File: src/rtl/psk_synth_pkg.sv
package psk_synth_pkg;
  localparam int unsigned DEF_PER_W = 8;  // bit length field
  localparam int unsigned DEF_CAR_W = 8;  // carrier length field
endpackage

File: src/rtl/psk_wave_gen.sv
module psk_wave_gen #(
  parameter int unsigned CAR_W = psk_synth_pkg::DEF_CAR_W
) (
  input  logic             clk_i,
  input  logic             rst_ni,
  input  logic             launch_i,
  input  logic             step_i,
  input  logic             active_i,
  input  logic             phase_i,
  input  logic [CAR_W-1:0] car_i,
  output logic             wave_last_o,
  output logic             sample_o
);
  localparam int unsigned HALF_W = CAR_W - 1;

  logic [HALF_W-1:0] half_raw, half;
  logic [CAR_W-1:0]  wlen_m1;
  logic [CAR_W-1:0]  wpos_q;

  assign half_raw = car_i[CAR_W-1:1];
  assign half     = (half_raw == '0) ? HALF_W'(1) : half_raw;
  assign wlen_m1  = {half, 1'b0} - CAR_W'(1);

  assign wave_last_o = (wpos_q == wlen_m1);
  // leading half carries the phase, trailing half its inverse
  assign sample_o = active_i & ((wpos_q < {1'b0, half}) ? phase_i : ~phase_i);

  always_ff @(posedge clk_i or negedge rst_ni) begin
    if (!rst_ni)       wpos_q <= '0;
    else if (launch_i) wpos_q <= '0;
    else if (step_i)   wpos_q <= wave_last_o ? '0 : wpos_q + CAR_W'(1);
  end
endmodule

File: src/rtl/psk_bit_budget.sv
module psk_bit_budget #(
  parameter int unsigned PER_W = psk_synth_pkg::DEF_PER_W
) (
  input  logic             clk_i,
  input  logic             rst_ni,
  input  logic             launch_i,
  input  logic             step_i,
  input  logic             wave_last_i,
  input  logic [PER_W-1:0] per_i,
  output logic             bit_last_o
);
  // headroom for the overrunning final wave
  localparam int unsigned CNT_W = PER_W + 1;

  logic [CNT_W-1:0] used_q, used_nx;

  assign used_nx    = used_q + CNT_W'(1);
  assign bit_last_o = wave_last_i && (used_nx >= CNT_W'(per_i));

  always_ff @(posedge clk_i or negedge rst_ni) begin
    if (!rst_ni)       used_q <= '0;
    else if (launch_i) used_q <= '0;
    else if (step_i)   used_q <= used_nx;
  end
endmodule

File: src/rtl/psk_phase_seq.sv
module psk_phase_seq #(
  parameter int unsigned PER_W = psk_synth_pkg::DEF_PER_W,
  parameter int unsigned CAR_W = psk_synth_pkg::DEF_CAR_W
) (
  input  logic                   clk_i,
  input  logic                   rst_ni,
  input  logic                   tick_i,
  input  logic                   bit_i,
  input  logic                   bit_valid_i,
  input  logic [PER_W+CAR_W-1:0] cfg_i,
  input  logic                   bit_last_i,
  output logic                   ready_o,
  output logic                   launch_o,
  output logic                   step_o,
  output logic                   active_o,
  output logic                   phase_o,
  output logic [PER_W-1:0]       per_o,
  output logic [CAR_W-1:0]       car_o
);
  logic active_q, phase_q, take;
  logic [PER_W-1:0] per_q;
  logic [CAR_W-1:0] car_q;

  assign ready_o  = !active_q || bit_last_i;
  assign take     = tick_i && ready_o && bit_valid_i;
  // a running stream never stalls: no data means a filler bit
  assign launch_o = tick_i && ready_o && (bit_valid_i || active_q);
  assign step_o   = tick_i && active_q && !bit_last_i;

  always_ff @(posedge clk_i or negedge rst_ni) begin
    if (!rst_ni) begin
      active_q <= 1'b0;
      phase_q  <= 1'b0;
      per_q    <= '0;
      car_q    <= '0;
    end else begin
      if (take) phase_q <= bit_i;  // differing bit == phase flip
      if (launch_o) begin
        active_q <= 1'b1;
        per_q    <= cfg_i[PER_W+CAR_W-1:CAR_W];
        car_q    <= cfg_i[CAR_W-1:0];
      end
    end
  end

  assign active_o = active_q;
  assign phase_o  = phase_q;
  assign per_o    = per_q;
  assign car_o    = car_q;
endmodule

File: src/rtl/psk_tag_synth.sv
module psk_tag_synth #(
  parameter int unsigned PER_W = psk_synth_pkg::DEF_PER_W,
  parameter int unsigned CAR_W = psk_synth_pkg::DEF_CAR_W,
  localparam int unsigned CFG_W = PER_W + CAR_W
) (
  input  logic             clk_i,
  input  logic             rst_ni,
  input  logic             tick_i,
  input  logic [CFG_W-1:0] cfg_i,
  input  logic             bit_i,
  input  logic             bit_valid_i,
  output logic             bit_ready_o,
  output logic             sample_o
);
  logic launch, step, active, phase, wave_last, bit_last;
  logic [PER_W-1:0] per_lat;
  logic [CAR_W-1:0] car_lat;

  psk_phase_seq #(.PER_W(PER_W), .CAR_W(CAR_W)) u_seq (
    .clk_i      (clk_i),
    .rst_ni     (rst_ni),
    .tick_i     (tick_i),
    .bit_i      (bit_i),
    .bit_valid_i(bit_valid_i),
    .cfg_i      (cfg_i),
    .bit_last_i (bit_last),
    .ready_o    (bit_ready_o),
    .launch_o   (launch),
    .step_o     (step),
    .active_o   (active),
    .phase_o    (phase),
    .per_o      (per_lat),
    .car_o      (car_lat)
  );

  psk_wave_gen #(.CAR_W(CAR_W)) u_wave (
    .clk_i      (clk_i),
    .rst_ni     (rst_ni),
    .launch_i   (launch),
    .step_i     (step),
    .active_i   (active),
    .phase_i    (phase),
    .car_i      (car_lat),
    .wave_last_o(wave_last),
    .sample_o   (sample_o)
  );

  psk_bit_budget #(.PER_W(PER_W)) u_budget (
    .clk_i      (clk_i),
    .rst_ni     (rst_ni),
    .launch_i   (launch),
    .step_i     (step),
    .wave_last_i(wave_last),
    .per_i      (per_lat),
    .bit_last_o (bit_last)
  );
endmodule

File: config.mk
export PLATFORM = sky130hd
export DESIGN_NAME = psk_tag_synth
export DESIGN_NICKNAME = d
export VERILOG_FILES = /design/src/rtl/psk_synth_pkg.sv /design/src/rtl/psk_wave_gen.sv /design/src/rtl/psk_bit_budget.sv /design/src/rtl/psk_phase_seq.sv /design/src/rtl/psk_tag_synth.sv
export SDC_FILE = /design/constraint.sdc
export NUM_CORES = 1
export LEC_CHECK = 0
export BUFFER_PORTS_ARGS = -buffer_cell sky130_fd_sc_hd__clkbuf_2
export CAP_MARGIN = 20
export CORE_UTILIZATION = 47
export DETAILED_ROUTE_END_ITERATION = 10
export PLACE_DENSITY = 0.68
export SLEW_MARGIN = 30
export SYNTH_ARGS = -nofsm -noshare
export SYNTH_HDL_FRONTEND = slang
export SYNTH_SLANG_ARGS = --single-unit
File: constraint.sdc
create_clock -name clk_i -period 4.9 [get_ports clk_i]
set_input_delay 1.47 -clock clk_i [delete_from_list [all_inputs] [get_ports clk_i]]
set_output_delay 1.47 -clock clk_i [all_outputs]
set_load 0.05 [all_outputs]
==> flow_metrics.py, run 1 <==
metrics = {
    "synth": {
        "yosysWarnings": 0,
        "synth-simple-area-share": 0.192,
        "postSynthAreaPerCell_sq_um": 9.38,
        "synth-seq-cells": 34,
        "synthMuxAreaShare": 0.0202,
        "synth_top_family_by_area": "compound AO/OA/AOI/OAI gates",
        "syn_area_sq_um": 2480,
        "ys_async_sr_fraction": 1.00,
        "synth_cells": 264,
        "synthAdderAreaFrac": 0.0859,
        "yosysSeqAreaShare": 0.343,
        "synth_xor_xnor_area_share": 0.0495,
        "synth_flop_cell": "dfrtp_1",
        "ys_types": 46,
        "synth_edf_count": 0,
        "synth_compound_area_frac": 0.232,
        "syn_nets": 302,
    },
    "finish": {
        "finalNonFillerCells": 352,
        "seq_area_sq_um": 851,
        "multiInputGateArea_sq_um": 1450,
        "antenna_cells": 0,
        "num-nets-final": 319,
        "area_delta_synth_final_pct": 10.2,
        "mostFrequentLayoutCells": "dfrtp_1, nand2_1, inv_1",
        "drive_above_1_share": 0.195,
        "final_common_cell": "dfrtp_1",
        "fin_area_sq_um": 2730,
        "fill_cells": 492,
    },
    "timing": {
        "maxSlewHeadroom": 0.477,
        "holdWs_ns": 0.525,
        "max_freq_ghz": 0.218,
        "rsz0062_at_grt": "false",
        "drv_slew": 0,
        "post-route-period-util": 0.935,
        "tightest_slew_ns": 0.785,
        "finalWorstSetupSlack_ns": 0.321,
        "fin_crit_ns": 4.58,
        "fin_tns_setup_ns": 0,
        "finalClockSkew_ns": 0.00631,
        "setup_viol": 0,
        "hold_viol_final": 0,
    },
    "clock_network": {
        "cts_tree": "done",
        "clockBufferDepth": 2,
        "numCtsBuffers": 5,
        "clock-root-buffer": "clkbuf_8",
        "htreeDepth": 2,
        "postCtsSetupRepairBufs": 0,
        "cts.sinks": 34,
        "clk_latency_ns": 0.29,
        "cts_resized": 0,
        "hold_buffers": 0,
        "clk_pin_slew_ns": 0.07,
    },
    "power_and_ir_drop": {
        "p_per_area_nw_per_um2": 463,
        "leakage_nw": 1.23,
        "irDropWorstVdd_mv": 0.245,
    },
    "route": {
        "first_pass_iters": 4,
        "drc": 0,
        "wl_mm": 4.97,
        "ant_nets": 0,
        "vias": 1928,
        "first_iter_violations": 87,
        "avgViaCountPerCell": 5.48,
        "wl_per_cell_um": 14.1,
    },
    "global_route": {
        "grt_max_degree": 35,
        "grt_pass1_vias": 1881,
        "grt_pass1_wl_mm": 8.65,
        "grt-ovfl-total": 0,
        "track_usage": 0.207,
        "antenna_found_initial": 0,
    },
    "worst_hold_path": {
        "holdCritPathClass": "flop to flop",
        "min_delay_worst_endpoint": "u_seq.per_o[1]",
        "hold_start": "u_seq.per_o[1]",
        "min_delay_path_depth": 2,
    },
    "worst_setup_path": {
        "crit_arrival_ns": 3.11,
        "r2r_setup_slack_ns": 1.76,
        "r2r-start": "u_budget.used_q[2]",
        "path_max_fanout": 7,
        "crit_required_ns": 3.43,
        "worstSetupPathType": "flop to output pin",
        "reg2regPathDepth": 13,
        "r2r-end": "u_budget.used_q[3]",
        "critPathLaunchType": "flop",
        "end_kind": "output pin",
    },
    "placement": {
        "port_buffers": 21,
        "gp_congestion": 0.757,
        "pre_cts_slack_ns": 0.638,
        "dp.cells": 344,
        "dpl.hpwl_mm": 3.61,
        "postPlaceCellArea_sq_um": 2640,
    },
    "floorplan": {
        "core-area_sq_um": 5110,
        "dieArea_sq_um": 5570,
        "io_pins": 23,
        "start_util": 0.485,
        "row_count": 26,
        "fp.dieW_um": 74.6,
        "die_height_um": 74.6,
    },
    "outcome": {
        "status": "completed",
    },
    "run": {
        "maxCapViolations": 0,
    },
}
cells by family (layout without fill, tap and decap cells):
family,Yosys count,after routing
XOR/XNOR,14,14
adder cells (fa/ha/maj),17,17
buffers and inverters,46,64
AO/OA/AOI/OAI,60,60
flip-flops,34,34
multiplexers,5,5
AND/OR/NAND/NOR,88,88
registers in the layout (all words and copies together), names as in the netlist:
register and cells:
u_wave.wpos_q 8, u_seq.phase_o 1, u_seq.car_o 7, u_seq.active_o 1, u_seq.per_o 8, u_budget.used_q 9
area by class of cell:
class,count,area share
Clock inverter,1,0.00183
Inverter,31,0.0426
Clock buffer,7,0.0316
Sequential cell,34,0.312
Tap cell,70,0.0321
Timing Repair Buffer,25,0.0495
Multi-Input combinational cell,184,0.530
worst max-delay path by stage:
| stage | start | endpoint | cells past startpoint |
|---|---|---|---|
| after floorplan | u_budget.used_q[2] | bit_ready_o | 13 |
| after global placement | u_seq.car_o[6] | bit_ready_o | 10 |
| after detailed placement | u_budget.used_q[2] | bit_ready_o | 13 |
| after CTS | u_budget.used_q[2] | bit_ready_o | 13 |
| after global routing | u_seq.car_o[3] | bit_ready_o | 10 |
| final | u_budget.used_q[2] | bit_ready_o | 13 |
report_power, final:
part           internal, mW  total (mW)  switching (mW)
registers             0.362       0.486           0.124
logic                 0.278       0.557           0.279
clock network         0.113       0.221           0.107
Yosys cell counts, types with 2 or more instances:
cell type	n	area (sq um)
a32o_1	7	70.1
o21ai_0	10	50.1
nand3_1	11	55.1
a22o_1	2	17.5
and2_1	2	12.5
xor2_1	5	43.8
nand4_1	2	12.5
o32ai_2	17	277
o21ai_1	3	15.0
nand3b_1	3	22.5
nor3b_1	2	15.0
inv_1	31	116
nor3_1	2	10.0
a21o_1	3	22.5
nand2_1	33	124
a31oi_1	2	12.5
ha_1	17	213
xnor2_1	9	78.8
or3_1	2	12.5
o31a_1	2	17.5
nor2_1	6	22.5
and3_1	6	37.5
a211oi_1	2	15.0
o31ai_1	2	15.0
clkbuf_1	9	33.8
buf_4	2	15.0
nor2b_1	5	31.3
a21oi_1	7	35.0
nand2b_1	6	37.5
mux2i_1	5	50.1
dfrtp_1	34	851
critical path, stage by stage (launching register included):
cell and delay (ns):
dfrtp_1 0.49, and3_1 0.21, and3_1 0.23, nand3_1 0.13, xnor2_1 0.18, ha_1 0.32, and3_1 0.19, nand3_1 0.08
a21oi_1 0.13, a211oi_1 0.07, buf_4 0.16, o31a_1 0.32, inv_1 0.06, clkbuf_2 0.26
per-layer routing:
| layer | wire [um] | track usage | vias up |
|---|---|---|---|
| li1 | - | - | 977 |
| met1 | 2160 | 0.250 | 913 |
| met2 | 2570 | 0.361 | 30 |
| met3 | 161 | 0.0515 | 8 |
| met4 | 78 | 0.0650 | 0 |
| met5 | 0 | 0 | - |
through the flow:
stage | util | power, mW
global route | 0.534 | 1.38
detailed placement | 0.516 | 1.05
floorplan | - | 0.917
CTS | 0.534 | 1.28
global placement | 0.516 | 1.03
finish | 0.534 | 1.26
Note: power is estimated with default switching activity, not from simulation.
==> run 2: changes to the inputs <==
--- a/config.mk
+++ b/config.mk
@@ -5,7 +5,8 @@
 export SDC_FILE = /design/constraint.sdc
 export NUM_CORES = 1
 export LEC_CHECK = 0
-export BUFFER_PORTS_ARGS = -buffer_cell sky130_fd_sc_hd__clkbuf_2
+export ABC_AREA = 1
+export BUFFER_PORTS_ARGS = -buffer_cell sky130_fd_sc_hd__buf_2
 export CAP_MARGIN = 20
 export CORE_UTILIZATION = 47
 export DETAILED_ROUTE_END_ITERATION = 10
==> run 2 against run 1 <==
Effect of this change: sequential power is 4.5% lower; total power is 11% higher; hold slack worse by 0.049 ns; area after synthesis is 3.7% lower; flip-flop and latch count stayed put; register-to-register slack better by 0.24 ns; cell count is 14% higher; critical path type unchanged; highest routed layer unchanged.
==> flow_metrics.py, run 2 <==
metrics = {
    "floorplan": {
        "io_pins": 23,
        "fp.dieW_um": 73.3,
        "core-area_sq_um": 4820,
        "die_height_um": 73.3,
        "dieArea_sq_um": 5370,
        "start_util": 0.495,
        "row_count": 25,
    },
    "power_and_ir_drop": {
        "swShare": 0.467,
        "seqPwrFrac": 0.331,
        "fin_total_pwr_mw": 1.40,
        "leakage_nw": 1.37,
        "cell_internal_pwr_mw": 0.748,
        "p_comb_frac": 0.529,
        "clkPwrFrac": 0.141,
        "p_per_area_nw_per_um2": 537,
        "irDropWorstVdd_mv": 0.341,
        "power_switching_mw": 0.656,
    },
    "global_route": {
        "grt.busiest_layer": "met2",
        "grt_max_degree": 35,
        "grtUsageMet2": 0.319,
        "grt_pass1_wl_mm": 8.47,
        "use_met3": 0.0329,
        "antenna_found_initial": 0,
        "grt_util_met1": 0.296,
        "track_usage": 0.207,
        "grt_pass1_vias": 1875,
        "grt-ovfl-total": 0,
    },
    "route": {
        "first_iter_violations": 113,
        "drc": 0,
        "avgViaCountPerCell": 5.06,
        "ant_nets": 0,
        "wl_mm": 4.87,
        "first_pass_iters": 5,
        "wl_per_cell_um": 12.1,
        "vias": 2038,
    },
    "timing": {
        "fin_crit_ns": 4.46,
        "holdWs_ns": 0.477,
        "post-route-period-util": 0.910,
        "finalWorstSetupSlack_ns": 0.443,
        "finalClockSkew_ns": 0.00795,
        "hold_viol_final": 0,
        "tightest_slew_ns": 0.766,
        "drv_slew": 0,
        "max_freq_ghz": 0.224,
        "setup_viol": 0,
        "fin_tns_setup_ns": 0,
        "rsz0062_at_grt": "false",
        "maxSlewHeadroom": 0.490,
    },
    "worst_setup_path": {
        "end_kind": "output pin",
        "path_max_fanout": 19,
        "crit_arrival_ns": 2.99,
        "worstSetupPathType": "flop to output pin",
        "critPathLaunchType": "flop",
        "crit_required_ns": 3.43,
    },
    "synth": {
        "syn_nets": 354,
        "syn_area_sq_um": 2390,
        "synth_area_leaders": "dfrtp_1, nand2_1, ha_1",
        "synth_edf_count": 0,
        "synth_flop_cell": "dfrtp_1",
        "yosys-top-cells-count": "nand2_1, inv_1, dfrtp_1, nand3_1, nand4_1",
        "ys_types": 31,
        "synth_most_common_cell": "nand2_1",
        "synth_cells": 316,
        "yosysWarnings": 0,
        "postSynthAreaPerCell_sq_um": 7.55,
        "ys_async_sr_fraction": 1.00,
        "yosys.area.top_type": "dfrtp_1",
        "synth_top_area_frac": 0.357,
        "yosysSeqAreaShare": 0.357,
        "synth-seq-cells": 34,
    },
    "outcome": {
        "status": "completed",
    },
    "finish": {
        "finalNonFillerCells": 403,
        "fin_area_sq_um": 2610,
        "antenna_cells": 0,
        "fill_cells": 470,
        "num-nets-final": 374,
        "largest-register": "u_budget.used_q",
        "mostFrequentLayoutCells": "nand2_1, inv_1, dfrtp_1",
        "drive_above_1_share": 0.155,
        "largest_reg_flops": 9,
        "final_common_cell": "nand2_1",
        "finish.utilization": 0.542,
        "area_delta_synth_final_pct": 9.49,
    },
    "placement": {
        "pre_cts_slack_ns": 0.731,
        "port_buffers": 21,
        "dp.cells": 396,
        "dpl.hpwl_mm": 3.64,
        "gp_congestion": 0.854,
        "postPlaceCellArea_sq_um": 2530,
    },
    "clock_network": {
        "clk_pin_slew_ns": 0.07,
        "htreeDepth": 2,
        "cts_tree": "done",
        "clock-root-buffer": "clkbuf_8",
        "cts_resized": 0,
        "clockBufferDepth": 2,
        "postCtsSetupRepairBufs": 0,
        "cts.sinks": 34,
        "clk_latency_ns": 0.28,
        "numCtsBuffers": 5,
        "hold_buffers": 0,
    },
    "worst_hold_path": {
        "holdCritPathClass": "flop to flop",
    },
    "run": {
        "maxCapViolations": 0,
    },
}
-- run 2: final timing paths --
kind / end / startpoint / slack [ns] / cells past startpoint
worst min-delay path: u_seq.per_o[4] / u_seq.per_o[4] / 0.48 / 2
worst max-delay path: bit_ready_o / u_budget.used_q[0] / 0.44 / 14
worst min register to register: u_seq.per_o[4] / u_seq.per_o[4] / 0.48 / 2
min in group asynchronous: u_budget.used_q[2] / rst_ni / 1.26 / 1
max in group asynchronous: u_wave.wpos_q[6] / rst_ni / 3.15 / 1
worst max register to register: u_seq.per_o[7] / u_budget.used_q[0] / 2.00 / 16
-- run 2: cells by family (layout without fill, tap and decap cells) --
group	Yosys count	in the layout	synth area share
AO/OA/AOI/OAI	27	27	0.0614
XOR/XNOR	13	13	0.0477
adder cells (fa/ha/maj)	17	17	0.0891
buffers and inverters	53	73	0.0902
flip-flops	34	34	0.357
AND/OR/NAND/NOR	172	172	0.355
-- run 2: worst max-delay path, cell delays in order (launching register included) --
cell and delay [ns]:
dfrtp_1 0.42, ha_1 0.20, nand2_1 0.09, nor2_1 0.21
nand3_1 0.12, xor2_1 0.20, inv_1 0.07, ha_1 0.29
nand2_1 0.07, nor3_1 0.21, nor2_1 0.07, nand3_1 0.12
nand3_4 0.17, nand2_8 0.18, buf_2 0.28
-- run 2: power groups by stage --
stage | logic (mW) | clock network [mW] | registers [mW]
6_report | 0.742 | 0.198 | 0.464
5_1_grt | 0.861 | 0.213 | 0.481
4_1_cts | 0.747 | 0.204 | 0.464
3_5_place_dp | 0.741 | 0 | 0.469
3_3_place_gp | 0.723 | 0 | 0.468
2_1_floorplan | 0.618 | 0 | 0.438
-- run 2: layout make-up --
cell class / count / area, sq um / area share
inverters: 44 / 165 / 0.0632
flip-flops and latches: 34 / 851 / 0.326
clock buffers: 6 / 72.6 / 0.0278
repair buffers: 22 / 113 / 0.0431
clock inverters: 1 / 7.51 / 0.00287
well taps: 67 / 83.8 / 0.0321
multi-input cells: 229 / 1320 / 0.505
-- run 2: per-layer routing --
metal	up-vias	routed length, um
li1	1071	-
met1	923	2450
met2	39	2180
met3	5	185
met4	0	65
met5	-	0
==> run 3: changes to the inputs <==
--- a/config.mk
+++ b/config.mk
@@ -11,6 +11,7 @@
 export CORE_UTILIZATION = 47
 export DETAILED_ROUTE_END_ITERATION = 10
 export PLACE_DENSITY = 0.68
+export SETUP_SLACK_MARGIN = 0.5
 export SLEW_MARGIN = 30
 export SYNTH_ARGS = -nofsm -noshare
 export SYNTH_HDL_FRONTEND = slang
==> run 3 against run 2 <==
Effect of this change: wire length is 1.3% higher; hold slack hardly changed; critical path type unchanged; sequential share of layout area is 0.88 points lower; register-to-register slack better by 0.04 ns; non-clock buffer count is 8 higher; sequential power hardly changed; critical path depth stayed put.
==> flow_metrics.py, run 3 (synthesis gave the netlist of run 2 again) <==
metrics = {
    "outcome": {
        "status": "completed",
    },
    "worst_hold_path": {
        "min_delay_path_depth": 2,
        "hold_start": "u_seq.per_o[4]",
        "holdCritPathClass": "flop to flop",
        "min_delay_worst_endpoint": "u_seq.per_o[4]",
    },
    "worst_setup_path": {
        "crit_family": "simple AND/OR/NAND/NOR gates",
        "reg2regPathDepth": 17,
        "r2r_setup_slack_ns": 2.04,
        "crit_slowest_cell": "dfrtp_1",
        "r2r-end": "u_seq.per_o[7]",
        "path_max_fanout": 6,
        "crit_buf_inv": 2,
        "worstSetupPathType": "flop to output pin",
        "crit_required_ns": 3.43,
        "crit_arrival_ns": 2.70,
        "crit_chain": "ha_1 > nand2_1 > nor2_2 > nand3_1 > xor2_2 > inv_1 > ha_1 > nand2_1 > nor3_1 > nor2_1 > nand3_1 > nand3_4 > nand2_8 > buf_4",
        "end_kind": "output pin",
        "r2r-start": "u_budget.used_q[0]",
        "cpPeakStageDelay_ns": 0.41,
        "critPathLaunchType": "flop",
    },
    "timing": {
        "max_freq_ghz": 0.240,
        "rsz0062_at_grt": "false",
        "finalClockSkew_ns": 0.00665,
        "hold_viol_final": 0,
        "maxSlewHeadroom": 0.498,
        "fin_tns_setup_ns": 0,
        "setup_viol": 0,
        "tightest_slew_ns": 0.753,
        "post-route-period-util": 0.852,
        "drv_slew": 0,
        "fin_crit_ns": 4.17,
        "finalWorstSetupSlack_ns": 0.727,
    },
    "global_route": {
        "grt_pass1_wl_mm": 8.48,
        "track_usage": 0.208,
        "grt-ovfl-total": 0,
        "antenna_found_initial": 0,
        "grt_max_degree": 35,
        "grt_pass1_vias": 1883,
    },
    "finish": {
        "num-nets-final": 382,
        "antenna_cells": 0,
        "final_common_cell": "nand2_1",
        "area_delta_synth_final_pct": 12.5,
        "finish.utilization": 0.557,
        "largest-register": "u_budget.used_q",
        "mostFrequentLayoutCells": "nand2_1, inv_1, dfrtp_1",
        "largest_reg_flops": 9,
        "drive_above_1_share": 0.180,
        "fill_cells": 462,
    },
    "floorplan": {
        "die_height_um": 73.3,
        "io_pins": 23,
        "core-area_sq_um": 4820,
        "dieArea_sq_um": 5370,
        "fp.dieW_um": 73.3,
        "start_util": 0.495,
        "row_count": 25,
    },
    "route": {
        "first_iter_violations": 110,
        "wl_mm": 4.94,
        "vias": 2047,
        "first_pass_iters": 4,
        "wl_per_cell_um": 12.0,
        "ant_nets": 0,
        "avgViaCountPerCell": 4.98,
        "drc": 0,
    },
    "clock_network": {
        "clk_pin_slew_ns": 0.07,
        "clockBufferDepth": 2,
        "clock-root-buffer": "clkbuf_8",
        "cts_tree": "done",
        "cts.sinks": 34,
        "numCtsBuffers": 5,
        "clk_latency_ns": 0.28,
        "hold_buffers": 0,
        "htreeDepth": 2,
    },
    "power_and_ir_drop": {
        "irDropWorstVdd_mv": 0.340,
        "p_per_area_nw_per_um2": 527,
        "leakage_nw": 1.42,
    },
    "placement": {
        "dpl.hpwl_mm": 3.64,
        "gp_congestion": 0.854,
        "pre_cts_slack_ns": 0.731,
        "port_buffers": 21,
    },
    "run": {
        "maxCapViolations": 0,
    },
}
==> run 3: cell types whose count changed in the layout (fill, tap and decap cells not counted), sizes merged <==
| cell | before | now |
|---|---|---|
| buf | 22 | 30 |
==> run 3: timing repair <==
item / 4_1_cts / 5_1_grt
pin swaps: 0 / 1
gates cloned: 0 / 0
setup endpoints to repair: 1 / 1
setup buffers: 0 / 8
gates resized for setup: 2 / 1
==> run 3: how the worst max path moves through the flow <==
stage | slack (ns) | from | to | depth (start not counted)
global route | 0.49 | u_budget.used_q[0] | bit_ready_o | 14
finish | 0.73 | u_budget.used_q[0] | bit_ready_o | 14
floorplan | 1.18 | u_budget.used_q[0] | bit_ready_o | 14
CTS | 0.53 | u_budget.used_q[0] | bit_ready_o | 14
detailed placement | 0.73 | u_budget.used_q[0] | bit_ready_o | 14
global placement | 0.80 | u_budget.used_q[0] | bit_ready_o | 14
==> run 3: cell type report <==
class                      count  area, sq um  share of cell area
timing repair buffer          30          175              0.0652
multi-input combinational    229         1330               0.495
tap                           67         83.8              0.0312
inverter                      44          165              0.0615
clock inverter                 1         7.51             0.00280
sequential                    34          851               0.317
clock buffer                   6         72.6              0.0270
==> run 3: routing by layer <==
metal	track usage	part of all wire
met1	0.295	0.50
met3	0.0329	0.033
met4	0.0719	0.013
met2	0.321	0.45
met5	0	0
==> run 3: power by group <==
part	switching (mW)	internal, mW
Combinational	0.466	0.287
Clock	0.101	0.0974
Sequential	0.0937	0.370
==> run 3: tightest hold or removal path, delay by kind of cell (launching register included) <==
| kind | cells | cell delay [ns] |
|---|---|---|
| DFF | 1 | 0.34 |
| and+or+nand+nor | 2 | 0.11 |
==> run 3: through the flow <==
step	std cells	area, sq um	power (mW)	hold slack [ns]
floorplan	316	2390	1.06	0.441
global placement	396	2530	1.19	0.457
detailed placement	396	2530	1.21	0.461
CTS	403	2620	1.42	0.480
global route	411	2690	1.56	0.513
finish	411	2690	1.42	0.477
